$ cat src/rtl/tw_adc_pkg.sv
package tw_adc_pkg;
  localparam int CFG_W = 7;

  typedef enum logic [1:0] {
    ST_IDLE = 2'd0,
    ST_ADDR = 2'd1,
    ST_DATA = 2'd2,
    ST_SKIP = 2'd3
  } bus_st_e;

  typedef struct packed {
    logic [2:0] ref_sel;
    logic       clk_ext;
    logic       bipolar;
  } setup_t;

  function automatic logic is_hs_code(input logic [7:0] b);
    return b[7:3] == 5'b00001;
  endfunction

  function automatic logic addr_hit(input logic [7:0] b, input logic [6:0] a);
    return b[7:1] == a;
  endfunction

  function automatic logic is_setup_byte(input logic [7:0] b);
    return b[7];
  endfunction

  function automatic logic keeps_cfg(input logic [7:0] b);
    return b[1];
  endfunction

  function automatic setup_t decode_setup(input logic [7:0] b);
    setup_t s;
    s.ref_sel = b[6:4];
    s.clk_ext = b[3];
    s.bipolar = b[2];
    return s;
  endfunction
endpackage

$ cat src/rtl/tw_line_sync.sv
module tw_line_sync #(
  parameter int STAGES = 2
) (
  input  logic clk,
  input  logic rst_n,
  input  logic scl_in,
  input  logic sda_in,
  output logic scl_s,
  output logic sda_s,
  output logic scl_rise,
  output logic scl_fall,
  output logic start_det,
  output logic stop_det
);
  logic [STAGES-1:0] scl_pipe;
  logic [STAGES-1:0] sda_pipe;
  logic              scl_d;
  logic              sda_d;

  generate
    if (STAGES == 1) begin : g_one
      always_ff @(posedge clk or negedge rst_n) begin
        if (!rst_n) begin
          scl_pipe <= '1;
          sda_pipe <= '1;
        end else begin
          scl_pipe <= scl_in;
          sda_pipe <= sda_in;
        end
      end
    end else begin : g_many
      always_ff @(posedge clk or negedge rst_n) begin
        if (!rst_n) begin
          scl_pipe <= '1;
          sda_pipe <= '1;
        end else begin
          scl_pipe <= {scl_pipe[STAGES-2:0], scl_in};
          sda_pipe <= {sda_pipe[STAGES-2:0], sda_in};
        end
      end
    end
  endgenerate

  assign scl_s = scl_pipe[STAGES-1];
  assign sda_s = sda_pipe[STAGES-1];

  always_ff @(posedge clk or negedge rst_n) begin
    if (!rst_n) begin
      scl_d <= 1'b1;
      sda_d <= 1'b1;
    end else begin
      scl_d <= scl_s;
      sda_d <= sda_s;
    end
  end

  assign scl_rise  = scl_s & ~scl_d;
  assign scl_fall  = ~scl_s & scl_d;
  assign start_det = scl_s & scl_d & sda_d & ~sda_s;
  assign stop_det  = scl_s & scl_d & ~sda_d & sda_s;
endmodule

$ cat src/rtl/tw_byte_rx.sv
module tw_byte_rx #(
  parameter int BITS = 8
) (
  input  logic            clk,
  input  logic            rst_n,
  input  logic            clear,
  input  logic            shift_en,
  input  logic            bit_in,
  output logic [BITS-1:0] data_q,
  output logic            full
);
  localparam int CW = $clog2(BITS + 1);
  logic [CW-1:0] cnt;

  always_ff @(posedge clk or negedge rst_n) begin
    if (!rst_n) begin
      data_q <= '0;
      cnt    <= '0;
    end else if (clear) begin
      cnt <= '0;
    end else if (shift_en) begin
      data_q <= {data_q[BITS-2:0], bit_in};
      cnt    <= cnt + 1'b1;
    end
  end

  assign full = (cnt == CW'(BITS));

  // the ninth clock never shifts in a data bit
  assert_no_overflow_R2: assert property (@(posedge clk) disable iff (!rst_n)
    full && !clear |=> $stable(data_q));
endmodule

$ cat src/rtl/tw_reg_bank.sv
module tw_reg_bank
  import tw_adc_pkg::*;
#(
  parameter logic [CFG_W-1:0] CFG_DEFAULT = 7'h01
) (
  input  logic             clk,
  input  logic             rst_n,
  input  logic             wr_en,
  input  logic [7:0]       wr_byte,
  output setup_t           setup_q,
  output logic [CFG_W-1:0] cfg_q
);
  always_ff @(posedge clk or negedge rst_n) begin
    if (!rst_n) begin
      setup_q <= '0;
      cfg_q   <= CFG_DEFAULT;
    end else if (wr_en) begin
      if (is_setup_byte(wr_byte)) begin
        setup_q <= decode_setup(wr_byte);
        if (!keeps_cfg(wr_byte)) cfg_q <= CFG_DEFAULT;
      end else begin
        cfg_q <= wr_byte[CFG_W-1:0];
      end
    end
  end

  assert_cfg_load_R6: assert property (@(posedge clk) disable iff (!rst_n)
    wr_en && !wr_byte[7] |=> cfg_q == $past(wr_byte[6:0]));
  assert_setup_load_R6: assert property (@(posedge clk) disable iff (!rst_n)
    wr_en && wr_byte[7] |=> setup_q.ref_sel == $past(wr_byte[6:4]));
  assert_cfg_clear_R7: assert property (@(posedge clk) disable iff (!rst_n)
    wr_en && wr_byte[7] && !wr_byte[1] |=> cfg_q == CFG_DEFAULT);
  assert_cfg_keep_R7: assert property (@(posedge clk) disable iff (!rst_n)
    wr_en && wr_byte[7] && wr_byte[1] |=> $stable(cfg_q));
endmodule

$ cat src/rtl/tw_adc_ctrl_slave.sv
module tw_adc_ctrl_slave
  import tw_adc_pkg::*;
#(
  parameter logic [6:0]       SLAVE_ADDR     = 7'b1100100,
  parameter int               SYNC_STAGES    = 2,
  parameter int               MAX_DATA_BYTES = 2,
  parameter logic [CFG_W-1:0] CFG_DEFAULT    = 7'h01
) (
  input  logic             clk,
  input  logic             rst_n,
  input  logic             scl_in,
  input  logic             sda_in,
  output logic             sda_oe,
  output logic             hs_mode,
  output logic             read_req,
  output logic [2:0]       ref_sel,
  output logic             clk_ext,
  output logic             bipolar,
  output logic [CFG_W-1:0] cfg_q
);
  localparam int DCW = $clog2(MAX_DATA_BYTES + 1);

  logic       scl_s, sda_s, scl_rise, scl_fall, start_det, stop_det;
  logic [7:0] rx_byte;
  logic       rx_full, rx_clear, rx_shift;
  bus_st_e    state, after_ack;
  logic       in_ack, hs_arm, wr_pulse;
  logic [DCW-1:0] data_cnt;
  setup_t     setup_q;
  logic       ack_enter, ack_leave;

  tw_line_sync #(.STAGES(SYNC_STAGES)) u_sync (
    .clk(clk), .rst_n(rst_n), .scl_in(scl_in), .sda_in(sda_in),
    .scl_s(scl_s), .sda_s(sda_s), .scl_rise(scl_rise), .scl_fall(scl_fall),
    .start_det(start_det), .stop_det(stop_det)
  );

  assign ack_enter = scl_fall && !in_ack && rx_full &&
                     (state == ST_ADDR || state == ST_DATA);
  assign ack_leave = scl_fall && in_ack;
  assign rx_shift  = scl_rise && !in_ack && !rx_full &&
                     (state == ST_ADDR || state == ST_DATA);
  assign rx_clear  = start_det || ack_leave;

  tw_byte_rx #(.BITS(8)) u_rx (
    .clk(clk), .rst_n(rst_n), .clear(rx_clear), .shift_en(rx_shift),
    .bit_in(sda_s), .data_q(rx_byte), .full(rx_full)
  );

  always_ff @(posedge clk or negedge rst_n) begin
    if (!rst_n) begin
      state     <= ST_IDLE;
      after_ack <= ST_IDLE;
      in_ack    <= 1'b0;
      sda_oe    <= 1'b0;
      hs_mode   <= 1'b0;
      hs_arm    <= 1'b0;
      read_req  <= 1'b0;
      wr_pulse  <= 1'b0;
      data_cnt  <= '0;
    end else begin
      read_req <= 1'b0;
      wr_pulse <= 1'b0;
      if (stop_det) begin
        state   <= ST_IDLE;
        in_ack  <= 1'b0;
        sda_oe  <= 1'b0;
        hs_arm  <= 1'b0;
        hs_mode <= 1'b0;
      end else if (start_det) begin
        state    <= ST_ADDR;
        in_ack   <= 1'b0;
        sda_oe   <= 1'b0;
        hs_arm   <= 1'b0;
        data_cnt <= '0;
      end else if (ack_enter) begin
        in_ack <= 1'b1;
        if (state == ST_ADDR) begin
          if (addr_hit(rx_byte, SLAVE_ADDR)) begin
            sda_oe    <= 1'b1;
            read_req  <= rx_byte[0];
            after_ack <= rx_byte[0] ? ST_SKIP : ST_DATA;
          end else if (is_hs_code(rx_byte)) begin
            hs_arm    <= 1'b1;
            after_ack <= ST_SKIP;
          end else begin
            after_ack <= ST_SKIP;
          end
        end else if (data_cnt < DCW'(MAX_DATA_BYTES)) begin
          sda_oe    <= 1'b1;
          wr_pulse  <= 1'b1;
          data_cnt  <= data_cnt + 1'b1;
          after_ack <= ST_DATA;
        end else begin
          after_ack <= ST_SKIP;
        end
      end else if (ack_leave) begin
        in_ack <= 1'b0;
        sda_oe <= 1'b0;
        state  <= after_ack;
        if (hs_arm) hs_mode <= 1'b1;
        hs_arm <= 1'b0;
      end
    end
  end

  tw_reg_bank #(.CFG_DEFAULT(CFG_DEFAULT)) u_regs (
    .clk(clk), .rst_n(rst_n), .wr_en(wr_pulse), .wr_byte(rx_byte),
    .setup_q(setup_q), .cfg_q(cfg_q)
  );

  assign ref_sel = setup_q.ref_sel;
  assign clk_ext = setup_q.clk_ext;
  assign bipolar = setup_q.bipolar;

  assert_oe_scl_low_R10: assert property (@(posedge clk) disable iff (!rst_n)
    sda_oe != $past(sda_oe) |-> !scl_s);
  assert_oe_ack_slot_R2: assert property (@(posedge clk) disable iff (!rst_n)
    sda_oe |-> in_ack);
  assert_hs_nack_R4: assert property (@(posedge clk) disable iff (!rst_n)
    hs_arm |-> !sda_oe);
  assert_stop_fs_R5: assert property (@(posedge clk) disable iff (!rst_n)
    stop_det |=> !hs_mode);
  assert_sr_hold_R5: assert property (@(posedge clk) disable iff (!rst_n)
    start_det |=> hs_mode == $past(hs_mode));
  assert_read_pulse_R3: assert property (@(posedge clk) disable iff (!rst_n)
    read_req |=> !read_req);
  assert_byte_limit_R8: assert property (@(posedge clk) disable iff (!rst_n)
    wr_pulse |-> data_cnt <= DCW'(MAX_DATA_BYTES));
endmodule

$ cat config.mk
export PLATFORM = sky130hd
export DESIGN_NAME = tw_adc_ctrl_slave
export DESIGN_NICKNAME = d
export VERILOG_FILES = /design/src/rtl/tw_adc_pkg.sv /design/src/rtl/tw_line_sync.sv /design/src/rtl/tw_byte_rx.sv /design/src/rtl/tw_reg_bank.sv /design/src/rtl/tw_adc_ctrl_slave.sv
export SDC_FILE = /design/constraint.sdc
export NUM_CORES = 1
export LEC_CHECK = 0
export BUFFER_PORTS_ARGS = -buffer_cell sky130_fd_sc_hd__buf_2
export CAP_MARGIN = 40
export CORE_UTILIZATION = 30
export DETAILED_ROUTE_END_ITERATION = 7
export GPL_TIMING_DRIVEN = 1
export PLACE_DENSITY = 0.54
export SLEW_MARGIN = 20
export SYNTH_ARGS = -nofsm -noshare
export SYNTH_HDL_FRONTEND = slang
export SYNTH_SLANG_ARGS = --single-unit
$ cat constraint.sdc
create_clock -name clk -period 3.4 [get_ports clk]
set_input_delay 0 -clock clk [delete_from_list [all_inputs] [get_ports clk]]
set_output_delay 0 -clock clk [all_outputs]
set_load 0.1 [all_outputs]
==> results of run 1 <==
==> area by class of cell <==
class	instances	area, um2	share of cell area [%]
flip-flops and latches	42	1060	51.9
multi-input cells	85	616	30.1
repair buffers	22	140	6.86
clock buffers	8	110	5.39
well taps	72	90.1	4.41
inverters	7	26.3	1.29
==> flip-flops by register name (all words and copies together) (netlist names), 2 cells and up <==
name and cells:
u_rx.cnt 4, u_sync.sda_pipe 2, u_regs.cfg_q 7, u_sync.scl_pipe 2, u_rx.data_q 8, data_cnt 2, u_regs.setup_q 5, after_ack 2
state 2
==> worst reg2reg max path, cell delays in order (launching register included) <==
cell	delay [ns]
dfrtp_1	0.39
ha_1	0.33
nor4b_1	0.64
and2_1	0.31
mux2_2	0.35
==> cells by family (layout without fill, tap and decap cells) <==
family          after synthesis  after routing  synth area share (%)
compound gates               24             24                  9.59
fa+ha+maj                     3              3                  2.20
buf+inv                       9             37                  1.98
flops                        42             42                  62.0
mux                          14             14                  9.08
simple gates                 44             44                  15.2
==> placed cells by master, fill, tap and decap left out, drive strengths merged, types with 2 or more instances in the layout <==
cell          n
nand3         8
nand3b        2
a21oi         5
nor4bb        2
a22o          6
dlygate4sd3   3
clkbuf        8
ha            3
dfstp         7
mux2i         2
o21ai         6
nor4b         2
nand2        10
nand4b        2
nor2b         2
dfrtp        35
a41oi         2
inv           7
and3b         2
mux2         12
nor2          6
buf          19
==> power groups by stage <==
stage	logic [mW]	clock network (mW)	registers, mW
floorplan	0.105	0	0.627
global placement	0.146	0	0.648
detailed placement	0.153	0	0.653
CTS	0.157	0.373	0.643
global route	0.174	0.396	0.653
finish	0.154	0.360	0.642
==> routing by layer <==
layer / global-route usage, % / vias up
met5: 0 / -
met4: 6.60 / 0
met3: 3.41 / 9
met2: 22.2 / 29
met1: 15.2 / 580
li1: - / 543
==> worst paths after layout <==
| path | start | endpoint | slack, ns | depth (start not counted) |
|---|---|---|---|---|
| min in group clk | scl_in | u_sync.scl_pipe[0] | 0.34 | 2 |
| max in group asynchronous | rst_n | u_sync.sda_pipe[1] | 2.78 | 3 |
| worst max register to register | state[0] | after_ack[0] | 1.28 | 4 |
| worst max-delay path | state[0] | after_ack[0] | 1.28 | 4 |
| worst min register to register | u_sync.sda_pipe[0] | u_sync.sda_pipe[1] | 0.36 | 0 |
| worst min-delay path | rst_n | u_regs.cfg_q[6] | 0.10 | 2 |
==> stage by stage <==
stage          hold slack (ns)  util (%)
2_1_floorplan           -0.296         -
3_3_place_gp             0.106      34.2
6_report                 0.103      37.1
5_1_grt                  0.113      37.1
3_5_place_dp            -0.115      34.5
4_1_cts                  0.101      37.1
==> metrics.md, run 1 <==
| Metric | Value |
|---|---|
| Status | `completed` |
| Gpl congestion | `0.822` |
| Pwr Density | `566 mW/mm2` |
| Die ar. | `0.00600 mm2` |
| Main synth FF type | `dfrtp_1` |
| Syn Std Cell Area | `0.00171 mm2` |
| Crit end category | `flip-flop` |
| Core area | `0.00551 mm2` |
| Synth Area per Inst | `12.6 um2` |
| CP Data Required Time | `3.58 ns` |
| Pre-Repair DR Iteration Count | `4` |
| P_int | `0.840 mW` |
| I/O Buffers | `18` |
| Cts repair resizes | `0` |
| Final instance area | `0.00204 mm2` |
| WL met3 | `171 um` |
| Slew Viols, Final | `0` |
| EDFF count, synth | `0` |
| Total CTS buffers | `5` |
| Synth top area share | `51.2%` |
| Cell area after placement | `0.00190 mm2` |
| Layout cells sized above 1 | `29.3%` |
| Drt wl/cell | `14.5 um` |
| Synth area leaders | `dfrtp_1, dfstp_2, mux2_2` |
| Slew headroom | `50.1%` |
| # fillers | `551` |
| Buf/Inv on CP | `0` |
| Clk pwr share | `31.1%` |
| Clk sinks | `42` |
| Hold Crit Class | `in2async` |
| Worst EP arrival | `2.30 ns` |
| Post-DP HPWL | `2530 um` |
| Sequential area share after synthesis | `62.0%` |
| Count leader, synth | `dfrtp_1` |
| Fin crit period | `2.12 ns` |
| Syn Inst Count | `136` |
| Met2 Wirelength | `1700 um` |
| Post-route total power | `1.16 mW` |
| Fmax | `471 MHz` |
| Via count | `1,161` |
| Largest delay share family, worst path | `simple AND/OR/NAND/NOR gates` |
| Synthesized net count | `143` |
| Share of flip-flops with an asynchronous set or reset | `100%` |
| IO Pins | `19` |
| Global-route wire length before repair | `5910 um` |
| CTS tree | `done` |
| Dpl ws | `1.29 ns` |
| Setup violators final | `0` |
| Crit-path cells | `ha_1 > nor4b_1 > and2_1 > mux2_2` |
| Area leader, netlist | `dfrtp_1` |
| VDD IR max | `0.000211 V` |
| Fin. Hold Viols | `0` |
| Fin crit share | `62.5%` |
| Layout area overhead | `19.5%` |
| Std-Cell Rows | `27` |
| Root Driver | `clkbuf_8` |
| Share of power burned in registers | `55.6%` |
| N_diodes | `0` |
| Max-cap violations | `0` |
| Fin nets | `170` |
| Filler-free cell count of the finished design | `236` |
| Total negative setup slack | `0 ns` |
| Die height | `77.5 um` |
| Hold buffer count at cts | `3` |
| GRT overflow | `0` |
| Later-pin clock latency in the skew report | `0.29 ns` |
| Max incr delay on CP | `0.64 ns` |
| Critical Path Start Type | `flip-flop` |
| Leak | `1.02 nW` |
| First DRT Iteration DRCs | `49` |
| Synth warn | `0` |
| Vias in the first global route | `1,230` |
| Placed cells | `225` |
| Clk buf depth | `2` |
| Post-DRT Antenna Nets | `0` |
| Critical-path maximum fanout | `5` |
| Combinational cell fraction of total power | `13.3%` |
| Total Routing Usage GR | `13.1%` |
| Wirelength, routed | `3420 um` |
| Pin count of the biggest net entering global routing | `33` |
| Starting Density | `31.0%` |
| Post-CTS Setup Bufs | `0` |
| Critical-path top delay cell | `nor4b_1` |
| Fin Clk Skew | `0.00360 ns` |
| Initial antenna violation count | `0` |
| Via density | `4.92` |
| FF+latch count, synth | `42` |
| Most frequent cells after synthesis | `dfrtp_1, mux2_2, nand2_1` |
| Unrepaired setup endpoints after global routing | `false` |
| Highest Signal Layer | `met4` |
| Worst slew pin tran | `0.738 ns` |
| Routed met1 length | `1470 um` |
| Die W | `77.5 um` |
| Distinct cells, synth | `33` |
| Sw power | `0.315 mW` |
| Worst setup path class | `reg2reg` |
| Reg clk slew, reported paths | `0.07 ns` |
| DRC | `0` |
| Htree depth | `2` |
| Setup ws final | `1.28 ns` |
| Net Sw Frac | `27.3%` |
No activity file was read; power rests on OpenSTA's default activity.
==> run 2: changes to the inputs <==
--- a/config.mk
+++ b/config.mk
@@ -10,7 +10,7 @@
 export CORE_UTILIZATION = 30
 export DETAILED_ROUTE_END_ITERATION = 7
 export GPL_TIMING_DRIVEN = 1
-export PLACE_DENSITY = 0.54
+export PLACE_DENSITY = 0.56
 export SLEW_MARGIN = 20
 export SYNTH_ARGS = -nofsm -noshare
 export SYNTH_HDL_FRONTEND = slang
==> constraint.sdc (replaced) <==
create_clock -name clk -period 1.75 [get_ports clk]
set_input_delay 0 -clock clk [delete_from_list [all_inputs] [get_ports clk]]
set_output_delay 0 -clock clk [all_outputs]
set_load 0.1 [all_outputs]
==> metrics.md, run 2 (synthesized netlist as in run 1, its figures left out) <==
| Metric | Value |
|---|---|
| Die W | `77.5 um (unchanged)` |
| VDD IR max | `0.000448 V (was 0.000211 V)` |
| DRC | `0 (unchanged)` |
| Setup ws final | `-0.0493 ns (was 1.28 ns)` |
| Crit end category | `flip-flop (unchanged)` |
| Core area | `0.00551 mm2 (unchanged)` |
| Finished Core Util | `39.1% (was 37.1%)` |
| Initial antenna violation count | `0 (unchanged)` |
| Via count | `1,219 (was 1,161)` |
| Wirelength, routed | `3540 um (was 3420 um)` |
| Pin count of the biggest net entering global routing | `21 (was 33)` |
| CTS tree | `done (unchanged)` |
| Total CTS buffers | `5 (unchanged)` |
| Post-DP HPWL | `2640 um (was 2530 um)` |
| Fmax | `556 MHz (was 471 MHz)` |
| Filler-free cell count of the finished design | `250 (was 236)` |
| Reg2Reg Capture Point | `u_rx.data_q[7] (was after_ack[0])` |
| Layout cells sized above 1 | `37.6% (was 29.3%)` |
| Post-DRT Antenna Nets | `0 (unchanged)` |
| Global-route wire length before repair | `6110 um (was 5910 um)` |
| Leak | `1.09 nW (was 1.02 nW)` |
| Dpl ws | `-0.0718 ns (was 1.29 ns)` |
| Htree depth | `2 (unchanged)` |
| Setup violators final | `3 (was 0)` |
| Fin crit period | `1.80 ns (was 2.12 ns)` |
| Hold slack | `0.183 ns (was 0.103 ns)` |
| IO Pins | `19 (unchanged)` |
| I/O Buffers | `18 (unchanged)` |
| CP Data Required Time | `1.94 ns (was 3.58 ns)` |
| Worst slew pin tran | `0.523 ns (was 0.738 ns)` |
| Max incr delay on CP | `0.52 ns (was 0.64 ns)` |
| Gpl congestion | `0.794 (was 0.822)` |
| Later-pin clock latency in the skew report | `0.30 ns (was 0.29 ns)` |
| Worst-case reg-to-reg path depth | `4 (unchanged)` |
| Die height | `77.5 um (unchanged)` |
| Status | `finished with violations (was completed)` |
| Violated checks | `setup timing` |
| Max-cap violations | `0 (unchanged)` |
| Pre-Repair DR Iteration Count | `5 (was 4)` |
| Layout area overhead | `26.1% (was 19.5%)` |
| Vias in the first global route | `1,295 (was 1,230)` |
| Reg clk slew, reported paths | `0.08 ns (was 0.07 ns)` |
| Fin nets | `184 (was 170)` |
| # fillers | `539 (was 551)` |
| Buf/Inv on CP | `0 (unchanged)` |
| Unrepaired setup endpoints after global routing | `true (was false)` |
| First DRT Iteration DRCs | `59 (was 49)` |
| Total Routing Usage GR | `13.3% (was 13.1%)` |
| Reg-to-reg startpoint | `state[0] (unchanged)` |
| Clk sinks | `42 (unchanged)` |
| Placed cells | `236 (was 225)` |
| Slew headroom | `64.7% (was 50.1%)` |
| Critical-path maximum fanout | `5 (unchanged)` |
| Fin. Hold Viols | `0 (unchanged)` |
| Clk buf depth | `2 (unchanged)` |
| Hold Crit Class | `in2async (unchanged)` |
| GRT overflow | `0 (unchanged)` |
| Via density | `4.88 (was 4.92)` |
| Crit-path cells | `ha_4 > or4b_4 > nor2_4 > mux2_2 (was ha_1 > nor4b_1 > and2_1 > mux2_2)` |
| Drt wl/cell | `14.1 um (was 14.5 um)` |
| Critical Path Start Type | `flip-flop (unchanged)` |
| Root Driver | `clkbuf_8 (unchanged)` |
| Most flops, register | `u_rx.data_q (unchanged)` |
| Max reg flops | `8 (unchanged)` |
| Pwr Density | `1040 mW/mm2 (was 566 mW/mm2)` |
| Top flop regs | `u_rx.data_q x8, u_regs.cfg_q x7, u_regs.setup_q x5 (unchanged)` |
| Starting Density | `31.0% (unchanged)` |
| Most common cell after layout, fill and taps aside | `dfrtp_1 (unchanged)` |
| Worst EP arrival | `1.99 ns (was 2.30 ns)` |
| Std-Cell Rows | `27 (unchanged)` |
| Fin crit share | `103% (was 62.5%)` |
| Flop2flop setup slack | `-0.05 ns (was 1.28 ns)` |
| N_diodes | `0 (unchanged)` |
| Die ar. | `0.00600 mm2 (unchanged)` |
| Fin Clk Skew | `0.00800 ns (was 0.00360 ns)` |
| Slew Viols, Final | `0 (unchanged)` |
| Critical-path top delay cell | `or4b_4 (was nor4b_1)` |
| Largest delay share family, worst path | `simple AND/OR/NAND/NOR gates (unchanged)` |
| Post-route total power | `2.23 mW (was 1.16 mW)` |
| Worst setup path class | `reg2reg (unchanged)` |
| Most frequent cells in the layout | `dfrtp_1, buf_2, buf_4, mux2_2, nand2_1 (was dfrtp_1, buf_2, mux2_2, nand2_1)` |
-- run 2: timing repair --
item,CTS,global route
hold buffers,3,0
pin swaps,2,0
endpoints found under the setup margin,7,11
gates cloned,0,0
resized for setup,3,3
setup buffers,2,1
endpoints found under the hold margin,20,0
-- run 2: layer usage --
layer  global-route usage [%]  vias up  share of wire, %
met5                        0        -                 0
met4                     6.23        0               1.9
met3                     3.29        7               4.0
met2                     22.2       31                49
met1                     16.1      609                45
li1                         -      572                 -
-- run 2: worst max-delay path by stage --
stage	from	to	slack (ns)	cells past startpoint
floorplan	state[0]	u_rx.data_q[0]	0.01	4
global placement	state[1]	u_rx.data_q[3]	-0.02	7
finish	state[0]	u_rx.data_q[7]	-0.05	4
detailed placement	state[1]	u_rx.data_q[4]	-0.07	5
global route	state[0]	u_rx.data_q[0]	-0.1	4
CTS	state[0]	u_rx.data_q[0]	-0.04	4
-- run 2: power by group --
part,internal [mW],switching [mW]
Combinational,0.197,0.199
Sequential,1.09,0.145
Clock,0.276,0.319
Total,1.57,0.662
-- run 2: final cells by class --
type	count	area, um2	area share, %
clock buffers	6	72.6	3.37
multi-input cells	85	663	30.8
clock inverters	2	10.0	0.465
well taps	72	90.1	4.18
flip-flops and latches	42	1060	49.2
repair buffers	36	233	10.8
inverters	7	26.3	1.22
-- run 2: through the flow --
| step | TNS, ns | cell area [um2] |
|---|---|---|
| after floorplan | 0 | 1740 |
| after global placement | -0.0932 | 2000 |
| after detailed placement | -0.318 | 2000 |
| after CTS | -0.0967 | 2130 |
| after global routing | -0.363 | 2150 |
| final | -0.125 | 2150 |
==> run 3: changes to the inputs <==
--- a/config.mk
+++ b/config.mk
@@ -11,6 +11,7 @@
 export DETAILED_ROUTE_END_ITERATION = 7
 export GPL_TIMING_DRIVEN = 1
 export PLACE_DENSITY = 0.56
+export SKIP_LAST_GASP = 1
 export SLEW_MARGIN = 20
 export SYNTH_ARGS = -nofsm -noshare
 export SYNTH_HDL_FRONTEND = slang
==> metrics.md, run 3 (synthesized netlist as in run 1, its figures left out) <==
| Metric | Value |
|---|---|
| Cell area after placement | `0.00200 mm2 (unchanged)` |
| Placed cells | `236 (unchanged)` |
| Hold Crit Class | `in2async (unchanged)` |
| Fin nets | `184 (unchanged)` |
| First DRT Iteration DRCs | `40 (was 59)` |
| Pwr Density | `1030 mW/mm2 (was 1040 mW/mm2)` |
| Post-route total power | `2.22 mW (was 2.23 mW)` |
| Reg clk slew, reported paths | `0.08 ns (about the same)` |
| Worst EP arrival | `1.98 ns (was 1.99 ns)` |
| Max incr delay on CP | `0.52 ns (about the same)` |
| Total CTS buffers | `5 (unchanged)` |
| Starting Density | `31.0% (unchanged)` |
| CP Data Required Time | `1.93 ns (was 1.94 ns)` |
| Largest delay share family, worst path | `simple AND/OR/NAND/NOR gates (unchanged)` |
| Clk pwr share | `26.8% (was 26.7%)` |
| # fillers | `539 (unchanged)` |
| Max-cap violations | `0 (unchanged)` |
| Later-pin clock latency in the skew report | `0.30 ns (about the same)` |
| GRT overflow | `0 (unchanged)` |
| Htree depth | `2 (unchanged)` |
| WL met3 | `134 um (was 143 um)` |
| Slew headroom | `63.7% (was 64.7%)` |
| Via density | `4.88 (about the same)` |
| Crit end category | `flip-flop (unchanged)` |
| Clk buf depth | `2 (unchanged)` |
| Pin count of the biggest net entering global routing | `21 (unchanged)` |
| Drt wl/cell | `14.1 um (about the same)` |
| Fin crit period | `1.80 ns (about the same)` |
| Share of power burned in registers | `55.7% (was 55.6%)` |
| P_int | `1.56 mW (was 1.57 mW)` |
| Buf/Inv on CP | `0 (unchanged)` |
| I/O Buffers | `18 (unchanged)` |
| CTS tree | `done (unchanged)` |
| Highest Signal Layer | `met4 (unchanged)` |
| Most flops, register | `u_rx.data_q (unchanged)` |
| Setup violators final | `3 (unchanged)` |
| Routed met1 length | `1610 um (was 1580 um)` |
| Worst slew pin tran | `0.537 ns (was 0.523 ns)` |
| Setup ws final | `-0.0463 ns (was -0.0493 ns)` |
| Met2 Wirelength | `1730 um (was 1740 um)` |
| Final instance area | `0.00215 mm2 (about the same)` |
| VDD IR max | `0.000449 V (was 0.000448 V)` |
| IO Pins | `19 (unchanged)` |
| Sw power | `0.658 mW (was 0.662 mW)` |
| Std-Cell Rows | `27 (unchanged)` |
| Pre-Repair DR Iteration Count | `4 (was 5)` |
| Wirelength, routed | `3530 um (was 3540 um)` |
| Crit-path cells | `ha_4 > or4b_4 > nor2_4 > mux2_2 (unchanged)` |
| Worst setup path class | `reg2reg (unchanged)` |
| Die ar. | `0.00600 mm2 (unchanged)` |
| Global-route wire length before repair | `6110 um (about the same)` |
| Clk sinks | `42 (unchanged)` |
| Combinational cell fraction of total power | `17.5% (was 17.7%)` |
| Initial antenna violation count | `0 (unchanged)` |
| Post-DP HPWL | `2640 um (unchanged)` |
| Vias in the first global route | `1,294 (was 1,295)` |
| Post-DRT Antenna Nets | `0 (unchanged)` |
| Filler-free cell count of the finished design | `250 (unchanged)` |
| Via count | `1,221 (was 1,219)` |
| Critical-path top delay cell | `or4b_4 (unchanged)` |
| DRC | `0 (unchanged)` |
| Layout area overhead | `25.8% (was 26.1%)` |
| Die W | `77.5 um (unchanged)` |
| Unrepaired setup endpoints after global routing | `true (unchanged)` |
| Violated checks | `setup timing (unchanged)` |
| Total Routing Usage GR | `13.3% (about the same)` |
| Critical Path Start Type | `flip-flop (unchanged)` |
| Max reg flops | `8 (unchanged)` |
| Root Driver | `clkbuf_8 (unchanged)` |
| Most common cell after layout, fill and taps aside | `dfrtp_1 (unchanged)` |
| Most frequent cells in the layout | `dfrtp_1, buf_2, buf_4, mux2_2, nand2_1 (unchanged)` |
| Critical-path maximum fanout | `5 (unchanged)` |
| Fin Clk Skew | `0.00716 ns (was 0.00800 ns)` |
| Fin crit share | `103% (about the same)` |
| Net Sw Frac | `29.6% (was 29.7%)` |
| Gpl congestion | `0.794 (unchanged)` |
| Core area | `0.00551 mm2 (unchanged)` |
| Die height | `77.5 um (unchanged)` |
| Slew Viols, Final | `0 (unchanged)` |
| N_diodes | `0 (unchanged)` |
| Fmax | `557 MHz (was 556 MHz)` |
| Fin. Hold Viols | `0 (unchanged)` |
| Status | `finished with violations (unchanged)` |
| Leak | `1.09 nW (about the same)` |
| Layout cells sized above 1 | `37.6% (unchanged)` |
| Finished Core Util | `39.1% (about the same)` |
| Top flop regs | `u_rx.data_q x8, u_regs.cfg_q x7, u_regs.setup_q x5 (unchanged)` |
-- run 3: cell count changes in the layout (fill, tap and decap cells not counted) --
cell | before | now
mux2_2 | 11 | 12
mux2_4 | 1 | 0
-- run 3: power by group through the flow --
stage / logic, mW / registers, mW / clock network, mW
after floorplan: 0.213 / 1.22 / 0
after global placement: 0.346 / 1.25 / 0
after detailed placement: 0.371 / 1.26 / 0
after CTS: 0.384 / 1.24 / 0.615
after global routing: 0.436 / 1.26 / 0.668
final: 0.388 / 1.24 / 0.595
-- run 3: final timing paths --
kind	from	end	slack (ns)	depth (start not counted)
min reg2reg	u_sync.sda_pipe[0]	u_sync.sda_pipe[1]	0.36	0
max reg2reg	state[0]	u_rx.data_q[4]	-0.05	4
min	rst_n	u_regs.setup_q[3]	0.19	2
max	state[0]	u_rx.data_q[4]	-0.05	4
max in group asynchronous	rst_n	u_regs.cfg_q[0]	0.90	3
min in group clk	scl_in	u_sync.scl_pipe[0]	0.35	2
-- run 3: metrics by stage --
stage / hold WS [ns] / setup WS [ns] / TNS [ns]
finish: 0.186 / -0.0463 / -0.106
CTS: 0.194 / -0.0495 / -0.110
floorplan: -0.296 / 0.0113 / 0
detailed placement: -0.0246 / -0.0718 / -0.318
global route: 0.227 / -0.101 / -0.347
global placement: -0.0331 / -0.0231 / -0.0932
-- run 3: area by class of cell --
type | instances | area, um2 | area share [%]
inverter | 7 | 26.3 | 1.22
multi-input combinational | 85 | 659 | 30.7
timing repair buffer | 36 | 233 | 10.8
clock inverter | 2 | 10.0 | 0.465
clock buffer | 6 | 72.6 | 3.37
tap | 72 | 90.1 | 4.19
sequential | 42 | 1060 | 49.3
-- run 3: timing repair --
item                                    in CTS  in global routing
endpoints found under the setup margin       7                 11
pin swaps                                    2                  0
gates resized for setup                      2                  3
hold buffers                                 3                  0
endpoints found under the hold margin       20                  0
buffers inserted                             2                  1
-- run 3: metal layers --
| layer | global-route usage [%] | vias up |
|---|---|---|
| met3 | 3.29 | 7 |
| met4 | 6.23 | 0 |
| met1 | 16.1 | 611 |
| li1 | - | 572 |
| met2 | 22.1 | 31 |
| met5 | 0 | - |
